$ cat config.mk
export PLATFORM = sky130hd
export DESIGN_NAME = hs_tx_gate
export DESIGN_NICKNAME = d
export VERILOG_FILES = /design/src/rtl/hs_pkg.sv /design/src/rtl/hs_cts_sync.sv /design/src/rtl/hs_pool_fifo.sv /design/src/rtl/hs_tx_ctrl.sv /design/src/rtl/hs_tx_gate.sv
export SDC_FILE = /design/constraint.sdc
export NUM_CORES = 1
export LEC_CHECK = 0
export BUFFER_PORTS_ARGS = -buffer_cell sky130_fd_sc_hd__buf_2
export CAP_MARGIN = 40
export CORE_ASPECT_RATIO = 1.75
export CORE_MARGIN = 4
export CORE_UTILIZATION = 42
export DETAILED_ROUTE_END_ITERATION = 10
export GPL_ROUTABILITY_DRIVEN = 0
export HOLD_SLACK_MARGIN = 0.03
export PLACE_DENSITY = 0.65
export RECOVER_POWER = 50
export SLEW_MARGIN = 25
export SYNTH_ARGS = -nofsm -noshare
export SYNTH_HDL_FRONTEND = slang
export SYNTH_SLANG_ARGS = --single-unit
export TNS_END_PERCENT = 50
$ cat constraint.sdc
create_clock -name clk -period 7.5 [get_ports clk]
set_input_delay 2.25 -clock clk [delete_from_list [all_inputs] [get_ports clk]]
set_output_delay 2.25 -clock clk [all_outputs]
set_load 0.005 [all_outputs]
$ cat src/rtl/hs_pkg.sv
package hs_pkg;
   typedef enum logic [1:0] {ST_IDLE, ST_SEND, ST_ABORT} tx_state_e;
   localparam int FLG_CTS  = 0;
   localparam int FLG_XMR  = 1;
   localparam int FLG_ALLS = 2;
   localparam int NFLAGS   = 3;
endpackage

$ cat src/rtl/hs_cts_sync.sv
module hs_cts_sync #(
   parameter int STAGES = 2
) (
   input  logic clk,
   input  logic rst_n,
   input  logic pin_n,
   output logic level_n,
   output logic toggle
);
   logic [STAGES-1:0] chain;
   logic              last;

   for (genvar g = 0; g < STAGES; g++) begin : g_stage
      if (g == 0) begin : g_first
         always_ff @(posedge clk or negedge rst_n)
            if (!rst_n) chain[g] <= 1'b1;
            else        chain[g] <= pin_n;
      end else begin : g_next
         always_ff @(posedge clk or negedge rst_n)
            if (!rst_n) chain[g] <= 1'b1;
            else        chain[g] <= chain[g-1];
      end
   end

   always_ff @(posedge clk or negedge rst_n)
      if (!rst_n) last <= 1'b1;
      else        last <= chain[STAGES-1];

   assign level_n = chain[STAGES-1];
   assign toggle  = level_n ^ last;
endmodule

$ cat src/rtl/hs_pool_fifo.sv
module hs_pool_fifo #(
   parameter int W     = 8,
   parameter int POOL  = 16,
   parameter int NPOOL = 2,
   localparam int DEPTH = POOL * NPOOL,
   localparam int AW    = $clog2(DEPTH),
   localparam int PW    = AW + 1
) (
   input  logic          clk,
   input  logic          rst_n,
   input  logic          wr_en,
   input  logic [W-1:0]  wr_data,
   input  logic [PW-1:0] base_ptr,
   input  logic [AW-1:0] rd_addr,
   output logic [PW-1:0] wr_ptr,
   output logic          full,
   output logic [W-1:0]  rd_data
);
   logic [W-1:0] mem [DEPTH];
   logic         accept;

   assign full   = (wr_ptr - base_ptr) == PW'(DEPTH);
   assign accept = wr_en && !full;

   always_ff @(posedge clk or negedge rst_n)
      if (!rst_n)      wr_ptr <= '0;
      else if (accept) wr_ptr <= wr_ptr + 1'b1;

   always_ff @(posedge clk)
      if (accept) mem[wr_ptr[AW-1:0]] <= wr_data;

   assign rd_data = mem[rd_addr];

   a_r11_no_overflow: assert property (@(posedge clk) disable iff (!rst_n)
      (wr_en && full) |=> (wr_ptr == $past(wr_ptr)))
      else $error("write accepted while full");
endmodule

$ cat src/rtl/hs_tx_ctrl.sv
module hs_tx_ctrl import hs_pkg::*; #(
   parameter int W         = 8,
   parameter int POOL      = 16,
   parameter int NPOOL     = 2,
   parameter int ABORT_LEN = 7,
   localparam int AW  = $clog2(POOL * NPOOL),
   localparam int PW  = AW + 1,
   localparam int PBW = $clog2(POOL),
   localparam int BW  = $clog2(W),
   localparam int CW  = $clog2(ABORT_LEN + 1)
) (
   input  logic          clk,
   input  logic          rst_n,
   input  logic          char_mode,
   input  logic          cts_ok,
   input  logic          xmit_cmd,
   input  logic [PW-1:0] wr_ptr,
   input  logic [W-1:0]  rd_data,
   output logic [PW-1:0] base_ptr,
   output logic [AW-1:0] rd_addr,
   output logic          txd,
   output logic          tx_vld,
   output logic          armed,
   output logic          xmr_evt,
   output logic          alls_evt
);
   tx_state_e     state;
   logic [W-1:0]  sh;
   logic [BW-1:0] bitcnt;
   logic [CW-1:0] abcnt;
   logic [PW-1:0] cur_ptr, cur_nxt;
   logic          released, last_bit, pool_end;

   assign cur_nxt  = cur_ptr + 1'b1;
   assign last_bit = bitcnt == BW'(W - 1);
   assign pool_end = &cur_ptr[PBW-1:0];
   assign rd_addr  = (state == ST_SEND && last_bit) ? cur_nxt[AW-1:0] : cur_ptr[AW-1:0];
   assign tx_vld   = state == ST_SEND;
   assign txd      = tx_vld ? sh[0] : 1'b1;

   always_ff @(posedge clk or negedge rst_n) begin
      if (!rst_n) begin
         state    <= ST_IDLE;
         sh       <= '1;
         bitcnt   <= '0;
         abcnt    <= '0;
         base_ptr <= '0;
         cur_ptr  <= '0;
         armed    <= 1'b0;
         released <= 1'b0;
         xmr_evt  <= 1'b0;
         alls_evt <= 1'b0;
      end else begin
         xmr_evt  <= 1'b0;
         alls_evt <= 1'b0;
         case (state)
            ST_IDLE: begin
               if (armed && cts_ok && (cur_ptr != wr_ptr)) begin
                  sh     <= rd_data;
                  bitcnt <= '0;
                  state  <= ST_SEND;
               end
            end
            ST_SEND: begin
               if (!char_mode && !cts_ok) begin
                  if (released) begin
                     base_ptr <= wr_ptr;
                     cur_ptr  <= wr_ptr;
                     armed    <= 1'b0;
                     released <= 1'b0;
                     xmr_evt  <= 1'b1;
                     state    <= ST_IDLE;
                  end else begin
                     cur_ptr <= base_ptr;
                     abcnt   <= '0;
                     state   <= ST_ABORT;
                  end
               end else if (!last_bit) begin
                  sh     <= {1'b1, sh[W-1:1]};
                  bitcnt <= bitcnt + 1'b1;
               end else begin
                  bitcnt  <= '0;
                  cur_ptr <= cur_nxt;
                  if (!char_mode && pool_end) released <= 1'b1;
                  if (char_mode || released || pool_end) base_ptr <= cur_nxt;
                  if (cur_nxt == wr_ptr) begin
                     armed    <= 1'b0;
                     released <= 1'b0;
                     alls_evt <= 1'b1;
                     base_ptr <= cur_nxt;
                     state    <= ST_IDLE;
                  end else if (char_mode && !cts_ok) begin
                     state <= ST_IDLE;
                  end else begin
                     sh <= rd_data;
                  end
               end
            end
            ST_ABORT: begin
               if (abcnt == CW'(ABORT_LEN - 1)) state <= ST_IDLE;
               else                             abcnt <= abcnt + 1'b1;
            end
            default: state <= ST_IDLE;
         endcase
         if (xmit_cmd && (cur_ptr != wr_ptr)) armed <= 1'b1;
      end
   end

   a_r3_start_needs_cts: assert property (@(posedge clk) disable iff (!rst_n)
      $rose(tx_vld) |-> $past(cts_ok))
      else $error("transmission started without permission");

   a_r5_abort_rewinds: assert property (@(posedge clk) disable iff (!rst_n)
      (state == ST_SEND && !char_mode && !cts_ok && !released)
      |=> (state == ST_ABORT && cur_ptr == $past(base_ptr)))
      else $error("frame abort did not rewind to frame start");

   a_r6_flush_after_release: assert property (@(posedge clk) disable iff (!rst_n)
      (state == ST_SEND && !char_mode && !cts_ok && released)
      |=> (xmr_evt && cur_ptr == base_ptr && state == ST_IDLE))
      else $error("released pool did not flush");

   a_r7_char_completes: assert property (@(posedge clk) disable iff (!rst_n)
      (char_mode && tx_vld && !last_bit) |=> tx_vld)
      else $error("character cut short");
endmodule

$ cat src/rtl/hs_tx_gate.sv
module hs_tx_gate import hs_pkg::*; #(
   parameter int DATA_W      = 8,
   parameter int POOL_BYTES  = 16,
   parameter int POOL_COUNT  = 2,
   parameter int SYNC_STAGES = 2,
   parameter int ABORT_ONES  = 7,
   localparam int AW = $clog2(POOL_BYTES * POOL_COUNT),
   localparam int PW = AW + 1
) (
   input  logic              clk,
   input  logic              rst_n,
   input  logic              char_mode,
   input  logic              wr_en,
   input  logic [DATA_W-1:0] wr_data,
   output logic              fifo_full,
   input  logic              xmit_cmd,
   input  logic              rts_force_en,
   input  logic              rts_force_lvl,
   output logic              rts_n,
   input  logic              cts_n,
   input  logic              cts_irq_en,
   input  logic [NFLAGS-1:0] irq_clr,
   output logic [NFLAGS-1:0] irq_flags,
   output logic              txd,
   output logic              tx_vld
);
   initial begin
      assert ((1 << $clog2(POOL_BYTES)) == POOL_BYTES && POOL_BYTES >= 2)
         else $error("POOL_BYTES must be a power of two");
      assert ((1 << $clog2(POOL_COUNT)) == POOL_COUNT && POOL_COUNT >= 2)
         else $error("POOL_COUNT must be a power of two, at least 2");
      assert (SYNC_STAGES >= 2) else $error("SYNC_STAGES below 2");
      assert (ABORT_ONES >= 1 && DATA_W >= 2) else $error("bad ABORT_ONES or DATA_W");
   end

   logic              cts_lvl_n, cts_tog, cts_ok;
   logic [PW-1:0]     wr_ptr, base_ptr;
   logic [AW-1:0]     rd_addr;
   logic [DATA_W-1:0] rd_data;
   logic              armed, xmr_evt, alls_evt;
   logic [NFLAGS-1:0] set_vec;

   hs_cts_sync #(.STAGES(SYNC_STAGES)) i_sync (
      .clk(clk), .rst_n(rst_n), .pin_n(cts_n), .level_n(cts_lvl_n), .toggle(cts_tog));

   assign cts_ok = !cts_lvl_n;

   hs_pool_fifo #(.W(DATA_W), .POOL(POOL_BYTES), .NPOOL(POOL_COUNT)) i_fifo (
      .clk(clk), .rst_n(rst_n), .wr_en(wr_en), .wr_data(wr_data), .base_ptr(base_ptr),
      .rd_addr(rd_addr), .wr_ptr(wr_ptr), .full(fifo_full), .rd_data(rd_data));

   hs_tx_ctrl #(.W(DATA_W), .POOL(POOL_BYTES), .NPOOL(POOL_COUNT), .ABORT_LEN(ABORT_ONES)) i_ctrl (
      .clk(clk), .rst_n(rst_n), .char_mode(char_mode), .cts_ok(cts_ok), .xmit_cmd(xmit_cmd),
      .wr_ptr(wr_ptr), .rd_data(rd_data), .base_ptr(base_ptr), .rd_addr(rd_addr),
      .txd(txd), .tx_vld(tx_vld), .armed(armed), .xmr_evt(xmr_evt), .alls_evt(alls_evt));

   assign rts_n = rts_force_en ? rts_force_lvl : !armed;

   assign set_vec[FLG_CTS]  = cts_tog && cts_irq_en;
   assign set_vec[FLG_XMR]  = xmr_evt;
   assign set_vec[FLG_ALLS] = alls_evt;

   for (genvar i = 0; i < NFLAGS; i++) begin : g_flag
      always_ff @(posedge clk or negedge rst_n)
         if (!rst_n)          irq_flags[i] <= 1'b0;
         else if (set_vec[i]) irq_flags[i] <= 1'b1;
         else if (irq_clr[i]) irq_flags[i] <= 1'b0;

      a_r10_flag_sticky: assert property (@(posedge clk) disable iff (!rst_n)
         (irq_flags[i] && !irq_clr[i]) |=> irq_flags[i])
         else $error("flag dropped without clear");
   end

   a_r8_cts_flag_masked: assert property (@(posedge clk) disable iff (!rst_n)
      $rose(irq_flags[FLG_CTS]) |-> $past(cts_irq_en))
      else $error("CTS change flag set while masked");

   a_r6_rts_released: assert property (@(posedge clk) disable iff (!rst_n)
      ($rose(irq_flags[FLG_XMR]) && !rts_force_en && !$past(xmit_cmd)) |-> rts_n)
      else $error("request still active after repeat request");
endmodule

==> flow_metrics.env, run 1 <==
export IMPL_run_status="finished, violations left"
export IMPL_violations="max-capacitance violations, max-slew violations"
export IMPL_hpwl_um=19400
export IMPL_setup_slack_ns=2.65
export IMPL_start_util=0.425
export IMPL_drt_wl_total_um=29300
export IMPL_rrSetupSlack_ns=3.65
export IMPL_fill_cells=2613
export IMPL_path_max_fanout=9
export IMPL_slowest_stage="dfrtp_1"
export IMPL_portBuffers=26
export IMPL_synth_main_ff_cell="edfxtp_1"
export IMPL_synth_xor_area_frac=0.0209
export IMPL_cts_hold_buf=0
export IMPL_setup_violations=0
export IMPL_final_util=0.471
export IMPL_synth_compound_area_frac=0.0677
export IMPL_synthAdderAreaFrac=0.0135
export IMPL_finalHoldViolations=0
export IMPL_timing_worst_setup_path_type="register to primary output"
export IMPL_clk_path_buf_depth=3
export IMPL_worst_path_most_repeated_cell="o21a_1"
export IMPL_drc=0
export IMPL_cts_buffers_inserted=26
export IMPL_pre_cts_ws_ns=2.64
export IMPL_hold_path_class="register to register"
export IMPL_post_cts_resized=0
export IMPL_clkTransAtPathRegs_ns=0.07
export IMPL_drive_gt1_frac=0.137
export IMPL_stdcell_count=1322
export IMPL_grt_max_degree=58
export IMPL_final_cell_mix="edfxtp_1, nand2_1, mux2i_1"
export IMPL_synthTopCellsByArea="edfxtp_1, dfrtp_1, mux4_2, mux2i_1, nand2_1"
export IMPL_grt_pass1_vias=7578
export IMPL_coreArea_um2=30600
export IMPL_r2r_cells=10
export IMPL_fin_crit_ns=4.85
export IMPL_setup_tns_ns=0
export IMPL_syn_area_um2=13000
export IMPL_power_density_nw_per_um2=370
export IMPL_yosys_area_share_simple=0.105
export IMPL_leakage_nw=5.05
export IMPL_max_stage_delay_ns=0.55
export IMPL_nNetsFinal=946
export IMPL_synth_top_family_by_area="simple AND/OR/NAND/NOR gates"
export IMPL_first_pass_iters=7
export IMPL_layout_commonest_cell="edfxtp_1"
export IMPL_ys_seq_elements=300
export IMPL_finalMaxSlewViolations=97
export IMPL_worstMarginPinSlew_ns=1.60
export IMPL_cts_tree="built"
export IMPL_wl_per_cell_um=22.2
export IMPL_die_h_um=241
export IMPL_grt_overflow_total=0
export IMPL_critPathBufInv=1
export IMPL_post_route_period_util=0.646
export IMPL_rsz0062_at_grt="false"
export IMPL_synth_top_area_share=0.591
export IMPL_placedCellCount=1275
export IMPL_cp_data_required_time_ns=5.25
export IMPL_cp_depth=8
export IMPL_async_flop_share=0.147
export IMPL_critical_path_arrival_ns=2.60
export IMPL_ctsRootBufferMaster="clkbuf_16"
export IMPL_path_cells="ha_1 -> nor2b_1 -> o21ai_0 -> a21boi_0 -> o21a_1 -> o21a_1 -> nor3_1 -> buf_2"
export IMPL_numClockSinks=300
export IMPL_seq_area_frac_synth=0.677
export IMPL_synth_nets=928
export IMPL_insertion_delay_ns=0.54
export IMPL_end_kind="primary output"
export IMPL_ys_types=57
export IMPL_avgSynthCellArea_um2=14.5
export IMPL_dieArea_um2=34000
export IMPL_whs_ns=0.369
export IMPL_timing_fmax_mhz=206
export IMPL_synth_edf_count=256
export IMPL_irDropWorstVdd_mv=0.382
export IMPL_rows=85
export IMPL_start_kind="register"
export IMPL_max_cap_violations=3
export IMPL_slew_headroom=-0.0669
export IMPL_yosysWarnings=0
export IMPL_antenna_found_initial=1
export IMPL_crit_family="compound AO/OA/AOI/OAI gates"
export IMPL_cts_setup_buffers=0
export IMPL_grt_pass1_wl_um=45100
export IMPL_whs_path_depth=0
export IMPL_viasPerCell=5.68
export IMPL_vias=7510
export IMPL_ant_nets=0
export IMPL_yosys_mux_area_fraction=0.0914
export IMPL_drt_iter0_drc=625
export IMPL_die_x_um=141
export IMPL_syn2layout_area_growth_pct=11.0
export IMPL_n_antenna_cell=0
export IMPL_synthCells=894
export IMPL_io_pins=27
export IMPL_grt_usage=0.173
export IMPL_yosysTopAreaCell="edfxtp_1"
export IMPL_h_tree_depth=1
export IMPL_skew_ns=0.0153
[flip-flops by register name, summed over array words and instances, names as in the netlist, 2 cells and up]
signal / count
i_fifo.mem: 256
i_fifo.wr_ptr: 6
i_ctrl.bitcnt: 3
i_ctrl.state: 2
i_ctrl.sh: 8
i_ctrl.base_ptr: 6
irq_flags: 3
i_ctrl.abcnt: 3
i_ctrl.cur_ptr: 6
[synth_stat cells, types with 11 or more instances]
cell type / number
a21oi_1: 21
a22oi_1: 19
a32oi_1: 17
and3_1: 39
buf_2: 15
clkbuf_1: 21
dfrtp_1: 33
dfstp_2: 11
edfxtp_1: 256
ha_1: 14
inv_1: 15
mux2i_1: 49
mux4_2: 28
nand2_1: 127
nand3_1: 34
nand4_1: 17
nor2_1: 24
o21ai_0: 15
xnor2_1: 17
[worst reg2reg max path, cell delays in order (launching register included)]
cell	delay (ns)
dfrtp_1	0.37
ha_1	0.16
ha_1	0.40
nand3b_1	0.48
and2_1	0.52
or2_2	0.38
buf_4	0.31
nor2_2	0.44
a22oi_1	0.25
and3_1	0.30
a31oi_1	0.16
[path summary, 6_finish.rpt]
kind,startpoint,end
max reg2reg,i_ctrl.bitcnt[0],i_ctrl.sh[5]
min in group asynchronous,rst_n,i_ctrl.cur_ptr[4]
max,i_fifo.wr_ptr[1],fifo_full
min reg2reg,i_sync.chain[0],i_sync.level_n
max in group asynchronous,rst_n,i_ctrl.abcnt[0]
min,i_sync.chain[0],i_sync.level_n
[per-layer routing]
| layer | GRT usage | vias to the layer above | share of wire |
|---|---|---|---|
| li1 | - | 3479 | - |
| met1 | 0.200 | 3806 | 0.37 |
| met2 | 0.325 | 171 | 0.55 |
| met3 | 0.0167 | 54 | 0.037 |
| met4 | 0.0761 | 0 | 0.044 |
| met5 | 0 | - | 0 |
[where the power goes]
part | switching [mW] | leakage (nW) | internal (mW)
logic | 1.02 | 1.75 | 0.661
registers | 0.149 | 2.84 | 2.00
clock network | 0.598 | 0.463 | 0.901
total | 1.77 | 5.05 | 3.57
[cells by family (layout without fill, tap and decap cells)]
| logic type | after synthesis | after routing |
|---|---|---|
| adder cells (fa/ha/maj) | 14 | 14 |
| flip-flops | 300 | 300 |
| AO/OA/AOI/OAI | 123 | 123 |
| AND/OR/NAND/NOR | 282 | 282 |
| buffers and inverters | 64 | 101 |
| XOR/XNOR | 28 | 28 |
| multiplexers | 83 | 83 |
[area by class of cell]
type	count	area, um2	area share
Clock buffer	31	691	0.0478
Clock inverter	16	264	0.0183
Inverter	16	60.1	0.00416
Multi-Input combinational cell	530	3920	0.272
Sequential cell	300	8800	0.610
Tap cell	391	489	0.0339
Timing Repair Buffer	38	205	0.0142
[metrics by stage]
step / instance area (um2) / total power, mW
floorplan: 13000 / 3.39
global placement: 13500 / 3.83
detailed placement: 13500 / 3.88
CTS: 14500 / 5.37
global route: 14400 / 5.60
finish: 14400 / 5.34
No activity file was read; power rests on OpenSTA's default activity.
==> run 2: changes to the inputs <==
PLACE_DENSITY = 0.67   (was 0.65)
clock period = 4 ns   (was 7.5 ns; I/O delays follow)
==> flow_metrics.env, run 2 (synthesis results as in run 1) <==
export IMPL_clk_path_buf_depth=3
export IMPL_dr_wl_met2_um=16600
export IMPL_drc=0
export IMPL_combPwrFrac=0.338
export IMPL_start_util=0.425
export IMPL_run_status="finished, violations left"
export IMPL_final_util=0.474
export IMPL_top_layer="met4"
export IMPL_power_density_nw_per_um2=681
export IMPL_setup_slack_ns=0.251
export IMPL_vias=7651
export IMPL_cp_data_required_time_ns=2.80
export IMPL_cts_tree="built"
export IMPL_path_cells="ha_1 -> nor2b_1 -> o21ai_0 -> a21boi_0 -> o21a_1 -> o21a_1 -> nor3_1 -> buf_2"
export IMPL_slew_headroom=-0.0405
export IMPL_hold_path_class="register to register"
export IMPL_worst_path_most_repeated_cell="o21a_1"
export IMPL_ctsRootBufferMaster="clkbuf_16"
export IMPL_path_max_fanout=9
export IMPL_io_pins=27
export IMPL_wl_met3_um=1260
export IMPL_violations="max-capacitance violations, max-slew violations"
export IMPL_max_stage_delay_ns=0.49
export IMPL_place_area_um2=13700
export IMPL_drive_gt1_frac=0.157
export IMPL_grt_usage=0.179
export IMPL_start_kind="register"
export IMPL_rows=85
export IMPL_drt_wl_total_um=30200
export IMPL_largest_reg_flops=256
export IMPL_slowest_stage="dfrtp_2"
export IMPL_hpwl_um=20600
export IMPL_fin_crit_ns=3.75
export IMPL_max_cap_violations=5
export IMPL_worstMarginPinSlew_ns=1.56
export IMPL_setup_tns_ns=0
export IMPL_timing_fmax_mhz=267
export IMPL_drt_met1_wl_um=10900
export IMPL_skew_ns=0.0266
export IMPL_coreArea_um2=30600
export IMPL_irDropWorstVdd_mv=0.471
export IMPL_wl_per_cell_um=22.4
export IMPL_p_int_mw=6.51
export IMPL_fill_cells=2631
export IMPL_nNetsFinal=968
export IMPL_viasPerCell=5.68
export IMPL_grt_overflow_total=0
export IMPL_end_kind="primary output"
export IMPL_cts_hold_buf=0
export IMPL_leakage_nw=5.12
export IMPL_critPathBufInv=1
export IMPL_rsz0062_at_grt="false"
export IMPL_layout_commonest_cell="edfxtp_1"
export IMPL_finalMaxSlewViolations=161
export IMPL_sw_frac_of_total=0.342
export IMPL_grt_pass1_vias=7796
export IMPL_drt_iter0_drc=548
export IMPL_rrSetupSlack_ns=0.77
export IMPL_final_cell_area_um2=14500
export IMPL_grt_pass1_wl_um=46500
export IMPL_dieArea_um2=34000
export IMPL_final_cell_mix="edfxtp_1, nand2_1, mux2i_1"
export IMPL_post_route_period_util=0.937
export IMPL_grt_max_degree=46
export IMPL_die_x_um=141
export IMPL_numClockSinks=300
export IMPL_power_switching_mw=3.38
export IMPL_setup_violations=0
export IMPL_die_h_um=241
export IMPL_portBuffers=26
export IMPL_syn2layout_area_growth_pct=11.6
export IMPL_insertion_delay_ns=0.56
export IMPL_clock_power_share=0.257
export IMPL_critical_path_arrival_ns=2.55
export IMPL_pre_cts_ws_ns=0.714
export IMPL_timing_worst_setup_path_type="register to primary output"
export IMPL_h_tree_depth=1
export IMPL_crit_family="compound AO/OA/AOI/OAI gates"
export IMPL_pwr_share_seq=0.405
export IMPL_clkTransAtPathRegs_ns=0.07
export IMPL_first_pass_iters=4
export IMPL_cts_buffers_inserted=26
export IMPL_finalHoldViolations=0
export IMPL_ant_nets=0
export IMPL_antenna_found_initial=1
==> run 2: layout make-up <==
cell class / instances / area [um2] / share of cell area
clock buffer: 30 / 666 / 0.0459
multi-input combinational: 530 / 3910 / 0.269
timing repair buffer: 60 / 395 / 0.0272
antenna: 1 / 2.50 / 0.000172
sequential: 300 / 8800 / 0.607
inverter: 16 / 60.1 / 0.00414
tap: 391 / 489 / 0.0337
clock inverter: 18 / 189 / 0.0130
==> run 2: stage by stage <==
stage	hold WS [ns]	power, mW	instances
after floorplan	0.345	6.35	894
after global placement	0.347	7.32	1295
after detailed placement	0.347	7.40	1296
after CTS	0.353	9.94	1344
after global routing	0.367	10.4	1345
final	0.360	9.89	1346
==> run 2: what timing repair did <==
action,in CTS,in global routing
resized for setup,0,1
setup endpoints to repair,0,1
buffers inserted,0,0
==> run 2: metal layers <==
layer	global-route usage	vias up
met2	0.337	218
li1	-	3516
met3	0.0196	62
met4	0.0814	0
met5	0	-
met1	0.203	3855
==> run 2: power groups by stage <==
stage | clock network (mW) | registers (mW) | logic [mW]
after floorplan | 0 | 3.95 | 2.40
after global placement | 0 | 4.05 | 3.26
after detailed placement | 0 | 4.07 | 3.33
after CTS | 2.58 | 4.00 | 3.36
after global routing | 2.71 | 4.04 | 3.65
final | 2.54 | 4.00 | 3.34
==> run 2: final timing paths <==
path                                  start                end  depth (start not counted)
setup reg to reg           i_ctrl.bitcnt[0]       i_ctrl.sh[0]                         11
min in group asynchronous             rst_n   i_fifo.wr_ptr[3]                          1
setup / recovery           i_fifo.wr_ptr[1]          fifo_full                          8
hold reg to reg             i_sync.chain[0]     i_sync.level_n                          0
max in group asynchronous             rst_n  i_ctrl.cur_ptr[0]                          2
hold / removal              i_sync.chain[0]     i_sync.level_n                          0
==> run 3: changes to the inputs <==
PLACE_DENSITY = 0.65   (was 0.67)
clock period = 4.3 ns   (was 4 ns; I/O delays follow)
==> flow_metrics.env, run 3 (synthesis results as in run 1) <==
export IMPL_crit_start="i_fifo.wr_ptr[1]"
export IMPL_finalMaxSlewViolations=203
export IMPL_cts_buffers_inserted=25
export IMPL_drive_gt1_frac=0.143
export IMPL_r2r_cells=10
export IMPL_n_antenna_cell=0
export IMPL_irDropWorstVdd_mv=0.346
export IMPL_min_from="i_sync.chain[0]"
export IMPL_violations="max-capacitance violations, max-slew violations"
export IMPL_numClockSinks=300
export IMPL_critical_path_arrival_ns=2.62
export IMPL_grt_max_degree=38
export IMPL_grt_overflow_total=0
export IMPL_rrSetupSlack_ns=0.71
export IMPL_hpwl_um=20300
export IMPL_die_h_um=241
export IMPL_end_kind="primary output"
export IMPL_post_route_period_util=0.910
export IMPL_cts_setup_buffers=0
export IMPL_grt_pass1_vias=7719
export IMPL_wl_per_cell_um=23.0
export IMPL_insertion_delay_ns=0.54
export IMPL_syn2layout_area_growth_pct=10.4
export IMPL_h_tree_depth=1
export IMPL_power_density_nw_per_um2=625
export IMPL_whs_endpoint="i_sync.level_n"
export IMPL_fill_cells=2646
export IMPL_start_kind="register"
export IMPL_ant_nets=0
export IMPL_leakage_nw=5.03
export IMPL_die_x_um=141
export IMPL_rows=85
export IMPL_drt_wl_total_um=30600
export IMPL_cp_data_required_time_ns=3.01
export IMPL_cts_tree="built"
export IMPL_io_pins=27
export IMPL_nNetsFinal=959
export IMPL_vias=7648
export IMPL_setup_violations=0
export IMPL_clkTransAtPathRegs_ns=0.07
export IMPL_largest_reg_flops=256
export IMPL_first_pass_iters=5
export IMPL_drc=0
export IMPL_placedCellCount=1287
export IMPL_fin_crit_ns=3.91
export IMPL_dieArea_um2=34000
export IMPL_run_status="finished, violations left"
export IMPL_drt_iter0_drc=592
export IMPL_coreArea_um2=30600
export IMPL_grt_usage=0.180
export IMPL_cts_hold_buf=0
export IMPL_timing_fmax_mhz=256
export IMPL_hold_path_class="register to register"
export IMPL_timing_worst_setup_path_type="register to primary output"
export IMPL_slew_headroom=-0.104
export IMPL_r2r_start="i_fifo.wr_ptr[1]"
export IMPL_path_max_fanout=9
export IMPL_worstMarginPinSlew_ns=1.66
export IMPL_max_cap_violations=7
export IMPL_antenna_found_initial=0
export IMPL_grt_pass1_wl_um=46300
export IMPL_clk_path_buf_depth=3
export IMPL_skew_ns=0.0120
export IMPL_portBuffers=26
export IMPL_whs_path_depth=0
export IMPL_setup_tns_ns=0
export IMPL_final_cell_mix="edfxtp_1, nand2_1, mux2i_1"
export IMPL_viasPerCell=5.73
export IMPL_stdcell_count=1335
export IMPL_start_util=0.425
export IMPL_finalHoldViolations=0
export IMPL_timing_rr_end="i_fifo.mem[15][3]"
export IMPL_rsz0062_at_grt="false"
export IMPL_post_cts_resized=0
export IMPL_ctsRootBufferMaster="clkbuf_16"
export IMPL_layout_commonest_cell="edfxtp_1"
[run 3: cell type report]
type | count | area [um2] | area share
Clock buffer | 35 | 683 | 0.0476
Sequential cell | 300 | 8800 | 0.613
Tap cell | 391 | 489 | 0.0341
Timing Repair Buffer | 52 | 322 | 0.0224
Inverter | 16 | 60.1 | 0.00418
Clock inverter | 11 | 93.8 | 0.00654
Multi-Input combinational cell | 530 | 3900 | 0.272
[run 3: worst max-delay path, cell delays in order, from the launching register on]
cell,delay (ns)
dfrtp_1,0.55
ha_1,0.31
nor2b_1,0.13
o21ai_0,0.27
a21boi_0,0.15
o21a_1,0.20
o21a_1,0.18
nor3_1,0.15
buf_2,0.13
[run 3: worst max path at each step]
stage | endpoint | slack [ns] | cells after the start
CTS | fifo_full | 0.39 | 8
detailed placement | i_fifo.mem[15][6] | 0.79 | 10
finish | fifo_full | 0.39 | 8
global placement | i_fifo.mem[15][6] | 0.91 | 10
floorplan | i_fifo.mem[27][0] | 1.26 | 10
global route | fifo_full | 0.22 | 8
[run 3: through the flow]
stage / total power, mW / cell area [um2] / utilization / hold slack, ns / setup slack (ns)
6_report: 8.97 / 14400 / 0.469 / 0.389 / 0.387
5_1_grt: 9.43 / 14400 / 0.469 / 0.393 / 0.223
4_1_cts: 9.02 / 14400 / 0.469 / 0.379 / 0.395
3_5_place_dp: 6.83 / 13600 / 0.443 / 0.369 / 0.793
3_3_place_gp: 6.80 / 13600 / 0.443 / 0.370 / 0.909
2_1_floorplan: 5.91 / 13000 / - / 0.345 / 1.26
[run 3: routing by layer]
layer,up-vias,share of wire,GRT usage
met5,-,0,0
met4,0,0.047,0.0917
met3,67,0.047,0.0198
met2,210,0.53,0.327
met1,3869,0.37,0.210
li1,3502,-,-
[run 3: power by group]
part           internal (mW)  leakage, nW  switching (mW)
logic                   1.20         1.82            1.81
clock network           1.18        0.373            1.02
registers               3.50         2.84           0.267
